`src/rtl/irq_recog_pkg.sv`:
```
package irq_recog_pkg;
  localparam int LVL_W = 3;
  localparam int VEC_W = 8;
  localparam int SR_W  = 16;

  typedef enum logic {
    ST_IDLE = 1'b0,
    ST_ACK  = 1'b1
  } ack_state_e;

  typedef struct packed {
    logic             take;
    logic             nmi;
    logic [LVL_W-1:0] lvl;
  } take_t;
endpackage

```
`src/rtl/irq_nmi_edge.sv`:
```
module irq_nmi_edge #(
  parameter int LVL_W = 3
) (
  input  logic             clk,
  input  logic             rst_n,
  input  logic [LVL_W-1:0] lvl_i,
  input  logic             consume_i,
  output logic             nmi_o
);
  localparam logic [LVL_W-1:0] LVL_MAX = {LVL_W{1'b1}};

  logic [LVL_W-1:0] prev_q, prev_d;
  logic             pend_q, pend_d;
  logic             rise;

  // transition into the top level since the previous cycle
  always_comb begin
    rise   = (lvl_i == LVL_MAX) && (prev_q != LVL_MAX);
    prev_d = lvl_i;
    pend_d = consume_i ? 1'b0 : (pend_q | rise);
    nmi_o  = pend_q | rise;
  end

  always_ff @(posedge clk or negedge rst_n) begin
    if (!rst_n) begin
      prev_q <= '0;
      pend_q <= 1'b0;
    end else begin
      prev_q <= prev_d;
      pend_q <= pend_d;
    end
  end
endmodule

```
`src/rtl/irq_arbiter.sv`:
```
module irq_arbiter
  import irq_recog_pkg::*;
#(
  parameter int LW = 3
) (
  input  logic          boundary_i,
  input  logic          busy_i,
  input  logic          nmi_i,
  input  logic [LW-1:0] lvl_i,
  input  logic [LW-1:0] mask_i,
  output logic          take_o,
  output logic          take_nmi_o,
  output logic [LW-1:0] take_lvl_o
);
  localparam logic [LW-1:0] LVL_MAX = {LW{1'b1}};

  logic maskable;

  always_comb begin
    maskable   = (lvl_i != '0) && (lvl_i != LVL_MAX) && (lvl_i > mask_i);
    take_o     = boundary_i && !busy_i && (nmi_i || maskable);
    take_nmi_o = take_o && nmi_i;
    take_lvl_o = nmi_i ? LVL_MAX : lvl_i;
  end
endmodule

```
`src/rtl/irq_ack_fsm.sv`:
```
module irq_ack_fsm
  import irq_recog_pkg::*;
#(
  parameter int LW = 3,
  parameter int VW = 8
) (
  input  logic          clk,
  input  logic          rst_n,
  input  logic          take_i,
  input  logic [LW-1:0] take_lvl_i,
  input  logic          ack_vld_i,
  input  logic [VW-1:0] ack_data_i,
  output logic          busy_o,
  output logic          done_o,
  output logic          exc_req_o,
  output logic [LW-1:0] ack_lvl_o,
  output logic [VW-1:0] vec_o,
  output logic          vec_vld_o
);
  ack_state_e    st_q, st_d;
  logic [LW-1:0] lvl_q;
  logic [VW-1:0] vec_q;
  logic          exc_q, vv_q;
  logic          lvl_en, vec_en;

  always_comb begin
    st_d   = st_q;
    done_o = (st_q == ST_ACK) && ack_vld_i;
    lvl_en = take_i;
    vec_en = done_o;
    case (st_q)
      ST_IDLE: if (take_i) st_d = ST_ACK;
      ST_ACK:  if (ack_vld_i) st_d = ST_IDLE;
      default: st_d = ST_IDLE;
    endcase
  end

  always_ff @(posedge clk or negedge rst_n) begin
    if (!rst_n) begin
      st_q  <= ST_IDLE;
      exc_q <= 1'b0;
      vv_q  <= 1'b0;
    end else begin
      st_q  <= st_d;
      exc_q <= take_i;
      vv_q  <= done_o;
    end
  end

  always_ff @(posedge clk or negedge rst_n) begin
    if (!rst_n) lvl_q <= '0;
    else if (lvl_en) lvl_q <= take_lvl_i;
  end

  always_ff @(posedge clk or negedge rst_n) begin
    if (!rst_n) vec_q <= '0;
    else if (vec_en) vec_q <= ack_data_i;
  end

  assign busy_o    = (st_q == ST_ACK);
  assign exc_req_o = exc_q;
  assign ack_lvl_o = lvl_q;
  assign vec_o     = vec_q;
  assign vec_vld_o = vv_q;
endmodule

```
`src/rtl/irq_sr_reg.sv`:
```
module irq_sr_reg #(
  parameter int          SW        = 16,
  parameter int          LW        = 3,
  parameter int          MASK_LSB  = 8,
  parameter int          SUPV_BIT  = 13,
  parameter int          TRACE_BIT = 15,
  parameter logic [15:0] SR_RST    = 16'h2700
) (
  input  logic          clk,
  input  logic          rst_n,
  input  logic          enter_i,
  input  logic          done_i,
  input  logic [LW-1:0] done_lvl_i,
  input  logic          busy_i,
  input  logic          wr_i,
  input  logic [SW-1:0] wr_data_i,
  output logic [SW-1:0] sr_o,
  output logic [LW-1:0] mask_o
);
  localparam int MASK_MSB = MASK_LSB + LW - 1;

  logic [SW-1:0] sr_q, sr_d;
  logic          sr_en;
  logic          wr_ok;

  assign wr_ok = wr_i && !busy_i && !enter_i;
  assign sr_en = enter_i || done_i || wr_ok;

  // per-bit next value: entry forces mode bits, completion loads mask field
  for (genvar b = 0; b < SW; b++) begin : g_bit
    if (b == SUPV_BIT) begin : g_supv
      always_comb sr_d[b] = enter_i ? 1'b1 : (wr_ok ? wr_data_i[b] : sr_q[b]);
    end else if (b == TRACE_BIT) begin : g_trace
      always_comb sr_d[b] = enter_i ? 1'b0 : (wr_ok ? wr_data_i[b] : sr_q[b]);
    end else if (b >= MASK_LSB && b <= MASK_MSB) begin : g_mask
      always_comb begin
        if (enter_i)    sr_d[b] = sr_q[b];
        else if (done_i) sr_d[b] = done_lvl_i[b-MASK_LSB];
        else if (wr_ok) sr_d[b] = wr_data_i[b];
        else            sr_d[b] = sr_q[b];
      end
    end else begin : g_plain
      always_comb sr_d[b] = (wr_ok && !enter_i) ? wr_data_i[b] : sr_q[b];
    end
  end

  always_ff @(posedge clk or negedge rst_n) begin
    if (!rst_n) sr_q <= SR_RST[SW-1:0];
    else if (sr_en) sr_q <= sr_d;
  end

  assign sr_o   = sr_q;
  assign mask_o = sr_q[MASK_MSB:MASK_LSB];
endmodule

```
`src/rtl/irq_recog_top.sv`:
```
module irq_recog_top
  import irq_recog_pkg::*;
#(
  parameter int          MASK_LSB  = 8,
  parameter int          SUPV_BIT  = 13,
  parameter int          TRACE_BIT = 15,
  parameter logic [15:0] SR_RST    = 16'h2700
) (
  input  logic             clk,
  input  logic             rst_n,
  input  logic [LVL_W-1:0] irq_lvl_i,
  input  logic             boundary_i,
  input  logic             sr_wr_i,
  input  logic [SR_W-1:0]  sr_wr_data_i,
  input  logic             ack_vld_i,
  input  logic [VEC_W-1:0] ack_data_i,
  output logic             exc_req_o,
  output logic             ack_req_o,
  output logic [LVL_W-1:0] ack_lvl_o,
  output logic [SR_W-1:0]  sr_o,
  output logic [VEC_W-1:0] vec_o,
  output logic             vec_vld_o
);
  take_t            tk;
  logic             nmi;
  logic             busy;
  logic             done;
  logic [LVL_W-1:0] mask;

  irq_nmi_edge #(.LVL_W(LVL_W)) u_edge (
    .clk       (clk),
    .rst_n     (rst_n),
    .lvl_i     (irq_lvl_i),
    .consume_i (tk.nmi),
    .nmi_o     (nmi)
  );

  irq_arbiter #(.LW(LVL_W)) u_arb (
    .boundary_i (boundary_i),
    .busy_i     (busy),
    .nmi_i      (nmi),
    .lvl_i      (irq_lvl_i),
    .mask_i     (mask),
    .take_o     (tk.take),
    .take_nmi_o (tk.nmi),
    .take_lvl_o (tk.lvl)
  );

  irq_ack_fsm #(.LW(LVL_W), .VW(VEC_W)) u_fsm (
    .clk        (clk),
    .rst_n      (rst_n),
    .take_i     (tk.take),
    .take_lvl_i (tk.lvl),
    .ack_vld_i  (ack_vld_i),
    .ack_data_i (ack_data_i),
    .busy_o     (busy),
    .done_o     (done),
    .exc_req_o  (exc_req_o),
    .ack_lvl_o  (ack_lvl_o),
    .vec_o      (vec_o),
    .vec_vld_o  (vec_vld_o)
  );

  irq_sr_reg #(
    .SW(SR_W), .LW(LVL_W), .MASK_LSB(MASK_LSB),
    .SUPV_BIT(SUPV_BIT), .TRACE_BIT(TRACE_BIT), .SR_RST(SR_RST)
  ) u_sr (
    .clk        (clk),
    .rst_n      (rst_n),
    .enter_i    (tk.take),
    .done_i     (done),
    .done_lvl_i (ack_lvl_o),
    .busy_i     (busy),
    .wr_i       (sr_wr_i),
    .wr_data_i  (sr_wr_data_i),
    .sr_o       (sr_o),
    .mask_o     (mask)
  );

  assign ack_req_o = busy;
endmodule

```
`config.mk`:
```
export PLATFORM = sky130hd
export DESIGN_NAME = irq_recog_top
export DESIGN_NICKNAME = d
export VERILOG_FILES = /design/src/rtl/irq_recog_pkg.sv /design/src/rtl/irq_nmi_edge.sv /design/src/rtl/irq_arbiter.sv /design/src/rtl/irq_ack_fsm.sv /design/src/rtl/irq_sr_reg.sv /design/src/rtl/irq_recog_top.sv
export SDC_FILE = /design/constraint.sdc
export NUM_CORES = 1
export LEC_CHECK = 0
export ABC_CLOCK_PERIOD_IN_PS = 3000
export BUFFER_PORTS_ARGS = -buffer_cell sky130_fd_sc_hd__buf_2
export CAP_MARGIN = 5
export CORE_MARGIN = 1
export CORE_UTILIZATION = 46
export DETAILED_ROUTE_END_ITERATION = 10
export GPL_TIMING_DRIVEN = 0
export PLACE_DENSITY = 0.78
export SKIP_LAST_GASP = 1
export SYNTH_ARGS = -nofsm -noshare
export SYNTH_HDL_FRONTEND = slang
export SYNTH_SLANG_ARGS = --single-unit
```
`constraint.sdc`:
```
create_clock -name clk -period 3 [get_ports clk]
set_clock_uncertainty 0.1 [all_clocks]
set_input_delay 0.45 -clock clk [delete_from_list [all_inputs] [get_ports clk]]
set_output_delay 0.45 -clock clk [all_outputs]
set_load 0.02 [all_outputs]
```
# Yosys cells after proc, flatten, opt, wreduce, memory -nomap -nowiden
# Index checks and enable logic that the tools add are counted.
# word_totals
regBits	34
input_bits	32
# op_classes
order_cmp	1
eq_ne	3
muxes	15
bitwise_logic	3
reduce_logical	21
# op_table
cell	count
$mux 1	13
$logic_and 1x1->1	10
$ne 3x3->1 const B	2
$reduce_and 2->1	2
$reduce_bool 2->1	2
$eq 3x3->1 const B	1
$gt 3x3->1	1
$logic_or 1x1->1	3
$mux 3	1
$reduce_and 3->1	1
$reduce_bool 3->1	1
$logic_not 1->1	2
$not 1->1	2
$pmux 1 s2	1
$or 1x1->1	1

# Depth between registers and ports, before layout
# depth
word_depth	9
ltp_mapped	8
ltp_nobuf	7

# By module
# A second synthesis with hierarchy kept.
# unflattened
cells_unflattened	133
area_unflattened_um2	1510.2
# by_module_without_submodules
module	instances	cells_each	area_each_um2
irq_sr_reg	1	77	743.2
irq_ack_fsm	1	29	503.0
irq_nmi_edge	1	9	137.6
irq_arbiter	1	18	126.4

# Worst setup path before layout
# Ideal clock, no wire load.
# synth_timing
path_kind	register to register
startpoint	register u_sr.sr_q[10] (netlist: u_sr.sr_o[10])
endpoint	register u_sr.sr_q[11] (netlist: u_sr.sr_o[11])
arrival_time_ns	2.034
setup_slack_ns	0.738
stages_incl_launch_ff	8
path_buffers	1
path_cell_list	dfstp_2 inv_1 ha_1 a21oi_1 a21boi_2 a221oi_4 buf_6 mux2_1
# synth_between
elab_chain_cells	8
word_cells_on_any_way	10
cone_classes	1 x order compare; 9 x reduce/logical
# synth_lines
item	line	text
from (decl)	irq_sr_reg.sv:22	logic [SW-1:0] sr_q, sr_d;
from (signal assigned)	irq_sr_reg.sv:48	if (!rst_n) sr_q <= SR_RST[SW-1:0];
from (signal assigned)	irq_sr_reg.sv:49	else if (sr_en) sr_q <= sr_d;
$gt 3x3->1 *	irq_arbiter.sv:20	maskable = (lvl_i != '0) && (lvl_i != LVL_MAX) && (lvl_i > mask_i);
$logic_and 1x1->1 *	irq_arbiter.sv:20	
$logic_or 1x1->1 *	irq_arbiter.sv:21	take_o = boundary_i && !busy_i && (nmi_i || maskable);
$logic_and 1x1->1 *	irq_arbiter.sv:21	
$logic_not 1->1	irq_sr_reg.sv:26, irq_sr_reg.sv:43	
$logic_and 1x1->1	irq_sr_reg.sv:26	assign wr_ok = wr_i && !busy_i && !enter_i;
$logic_and 1x1->1 / $logic_or 1x1->1 (equally long branches)	irq_sr_reg.sv:43, irq_sr_reg.sv:27	
$reduce_and 2->1 (no line) *	--	
# Every way passes the cells marked *; elsewhere a longest branch is shown, timed or not.
# A chain may end at the register's enable or synchronous reset.

# Worst setup path after layout
# layout_timing
startpoint	register u_sr.sr_q[10] (netlist: u_sr.sr_o[10])
endpoint	register u_sr.sr_q[5] (netlist: u_sr.sr_o[5])
# Same word-level chain as after synthesis.

==> run summary <==
HPWL after DPL -> 2040 um
Max-Cap Viols -> 0
Top cell type's share of synthesized area -> 0.538
Syn_area_per_cell -> 13.7 um2
Switching power -> 780 uW
Sequential cell fraction of total power -> 0.409
Nets -> 205
Part of the cycle the worst path needs -> 0.792
Via count -> 1,027
Clock-pin slew on the worst setup and hold paths -> 0.09 ns
Critical-path maximum fanout -> 10
Synthesis-to-layout area growth -> 29.0%
Unrepaired setup endpoints after global routing -> false
Clk pwr share -> 0.132
Max stage delay cell, worst path -> dfstp_2
Setup TNS -> 0 ns
Post_cts resized -> 0
Number of global-route vias before repair -> 1,059
WS Path Type -> flip-flop to flip-flop
Failing checks -> design-rule violations
Hold buffer count at CTS -> 0
IO Pins -> 62
Initial detailed-routing violation count -> 34
Hold Path Class -> primary input to asynchronous set/reset pin
Final WS setup -> 0.623 ns
N_diodes -> 0
Unique masters post-synth -> 23
Final WL -> 2640 um
Initial Util -> 0.497
Top cells by area, synth -> dfrtp_1 54%, mux2_2 9.7%, dfstp_2 7.5%, mux2_1 5.7%, mux2i_1 3.6%
Max Clock Freq -> 421 MHz
CP Cell Sequence -> inv_1 -> ha_1 -> a21oi_1 -> a21boi_2 -> a221oi_4 -> buf_6 -> mux2_1
Layout cell share with drive strength beyond 1 -> 0.520
Area leader, netlist -> dfrtp_1
Post-Synthesis Cells -> 102
Yosys Warn Count -> 0
Tmin final -> 2.38 ns
CP startpoint kind -> flip-flop
CP bufs+invs -> 2
Pre-CTS setup slack -> 0.576 ns
Clock sink total -> 34
Post-synth design cell area -> 1400 um2
Routability cong. -> 0.836
Clk Latency, worst-skew pair -> 0.34 ns
Sw Ratio -> 0.403
CTS Buffer Depth -> 2
# Post-CTS Setup Buffers -> 0
Global route total overflow -> 0
Avg Vias per Cell -> 5.08
P_int -> 1.15 mW
Status -> complete, but fails checks
Core area -> 2810 um2
CTS tree -> yes
Final setup fails -> 0
Slew Limit Fails -> 0
DRC viols -> 10
Final ANT Viol Nets -> 0
Die ar. -> 3260 um2
Post-synthesis net count -> 137
Cell Pwr Density -> 1070 nW/um2
First-pass GRT wire length -> 4600 um
Max incr delay on CP -> 0.55 ns
Initial antenna violation count -> 0
Largest net degree at the start of global routing -> 35
WP data required -> 3.12 ns
Synthesis-stage register bit count -> 34
Inserted Clock Buffers -> 5
Slew HR -> 0.526
Leak pwr -> 0.932 nW
Die height -> 57.1 um
H-Tree Depth -> 2
Die X -> 57.1 um
Kind of cell adding the most delay to the critical path -> compound AO/OA/AOI/OAI gates
Arrival time worst endpoint -> 2.50 ns
Post-synthesis sequential area ratio -> 0.613
Slew @ Worst Pin -> 0.712 ns
Wirelength per Cell -> 13.0 um
CP endpoint kind -> flip-flop
DR pass1 iterations -> 7
Final-report hold violation count -> 0
Gr usage total -> 0.193
Combinational power share -> 0.459
Clk root buf -> clkbuf_4
Port bufs -> 61
Row count -> 19
Max VDD drop -> 0.000602 V
power by group through the flow:
| stage | clock, mW | combinational (mW) | sequential, mW |
|---|---|---|---|
| after detailed placement | 0 | 0.898 | 0.802 |
| after floorplan | 0 | 0.343 | 1.05 |
| final | 0.255 | 0.889 | 0.790 |
| after CTS | 0.266 | 0.903 | 0.795 |
| after global placement | 0 | 0.872 | 0.786 |
| after global routing | 0.284 | 0.967 | 0.820 |
sequential cells by signal, summed over array words and instances, names as in the netlist:
| name | count |
|---|---|
| u_fsm.busy_o | 1 |
| u_fsm.ack_lvl_o | 3 |
| u_fsm.vec_vld_o | 1 |
| u_edge.prev_q | 3 |
| u_fsm.exc_req_o | 1 |
| u_sr.sr_o | 16 |
| u_edge.pend_q | 1 |
| u_fsm.vec_o | 8 |
cells in the mapped netlist:
library cell	instances
a311oi_2	1
nor2_1	8
nand2_1	6
buf_6	1
a21oi_1	5
mux2_1	7
clkbuf_1	1
nor2b_1	1
a221oi_4	1
nand3b_1	1
dfstp_2	4
o21ai_0	4
a21o_1	1
a22oi_1	1
nand3_1	1
mux2i_1	5
mux2_2	12
a21boi_2	1
dfrtp_1	30
inv_1	6
ha_1	3
nor3_1	1
and3_4	1
worst register-to-register path, stage by stage, from the launching register on:
cell and delay [ns]:
dfstp_2 0.55, inv_1 0.05, ha_1 0.31, a21oi_1 0.19
a21boi_2 0.11, a221oi_4 0.40, buf_6 0.22, mux2_1 0.34
metal layers:
metal | routed length, um | track usage | share of wire
met1 | 1060 | 0.224 | 0.40
met4 | 59 | 0.122 | 0.022
met2 | 1340 | 0.318 | 0.51
met5 | 0 | 0 | 0
met3 | 174 | 0.0544 | 0.066
worst paths after layout:
path / slack, ns / to / depth (start not counted) / from
setup / recovery: 0.62 / u_sr.sr_o[5] / 7 / u_sr.sr_o[10]
hold / removal: 0.06 / u_sr.sr_o[7] / 1 / rst_n
setup reg to reg: 0.62 / u_sr.sr_o[5] / 7 / u_sr.sr_o[10]
hold reg to reg: 0.39 / u_sr.sr_o[11] / 1 / u_sr.sr_o[11]
max in group asynchronous: 2.29 / u_fsm.vec_o[0] / 1 / rst_n
min in group clk: 0.18 / u_edge.prev_q[0] / 1 / irq_lvl_i[0]
per-stage QoR:
stage          hold WS (ns)   util  instances  cell area (um2)  power (mW)
2_1_floorplan        0.0544      -        102             1400        1.39
3_3_place_gp          0.361  0.620        194             1740        1.66
3_5_place_dp          0.369  0.620        194             1740        1.70
4_1_cts              0.0715  0.641        202             1800        1.96
5_1_grt               0.115  0.641        202             1800        2.07
6_report             0.0569  0.641        202             1800        1.93
logic make-up (layout without fill, tap and decap cells):
kind of cell             Yosys count  after routing  share of synthesized area
AO/OA/AOI/OAI                     14             14                     0.0807
adder cells (fa/ha/maj)            3              3                     0.0269
buffers and inverters              8             77                     0.0269
flip-flops                        34             34                      0.613
multiplexers                      24             24                      0.189
AND/OR/NAND/NOR                   19             19                     0.0628
layout by cell type (no fill, tap or decap), types with 2 or more instances in the layout:
cell type and instances:
a21oi_1 5, buf_2 61, clkbuf_1 2, clkbuf_4 5
dfrtp_1 30, dfstp_2 4, ha_1 3, inv_1 6
mux2_1 7, mux2_2 12, mux2i_1 5, nand2_1 6
nor2_1 8, o21ai_0 4
final cells by class:
cell class                      instances  area (um2)
Multi-Input combinational cell         60         502
Timing Repair Buffer                   61         305
Inverter                                6        22.5
Clock buffer                            7        55.1
Clock inverter                          1        5.00
Buffer                                  2        15.0
Fill cell                             239        1010
Sequential cell                        34         856
Tap cell                               31        38.8
Power figures use the tool's default switching activity.
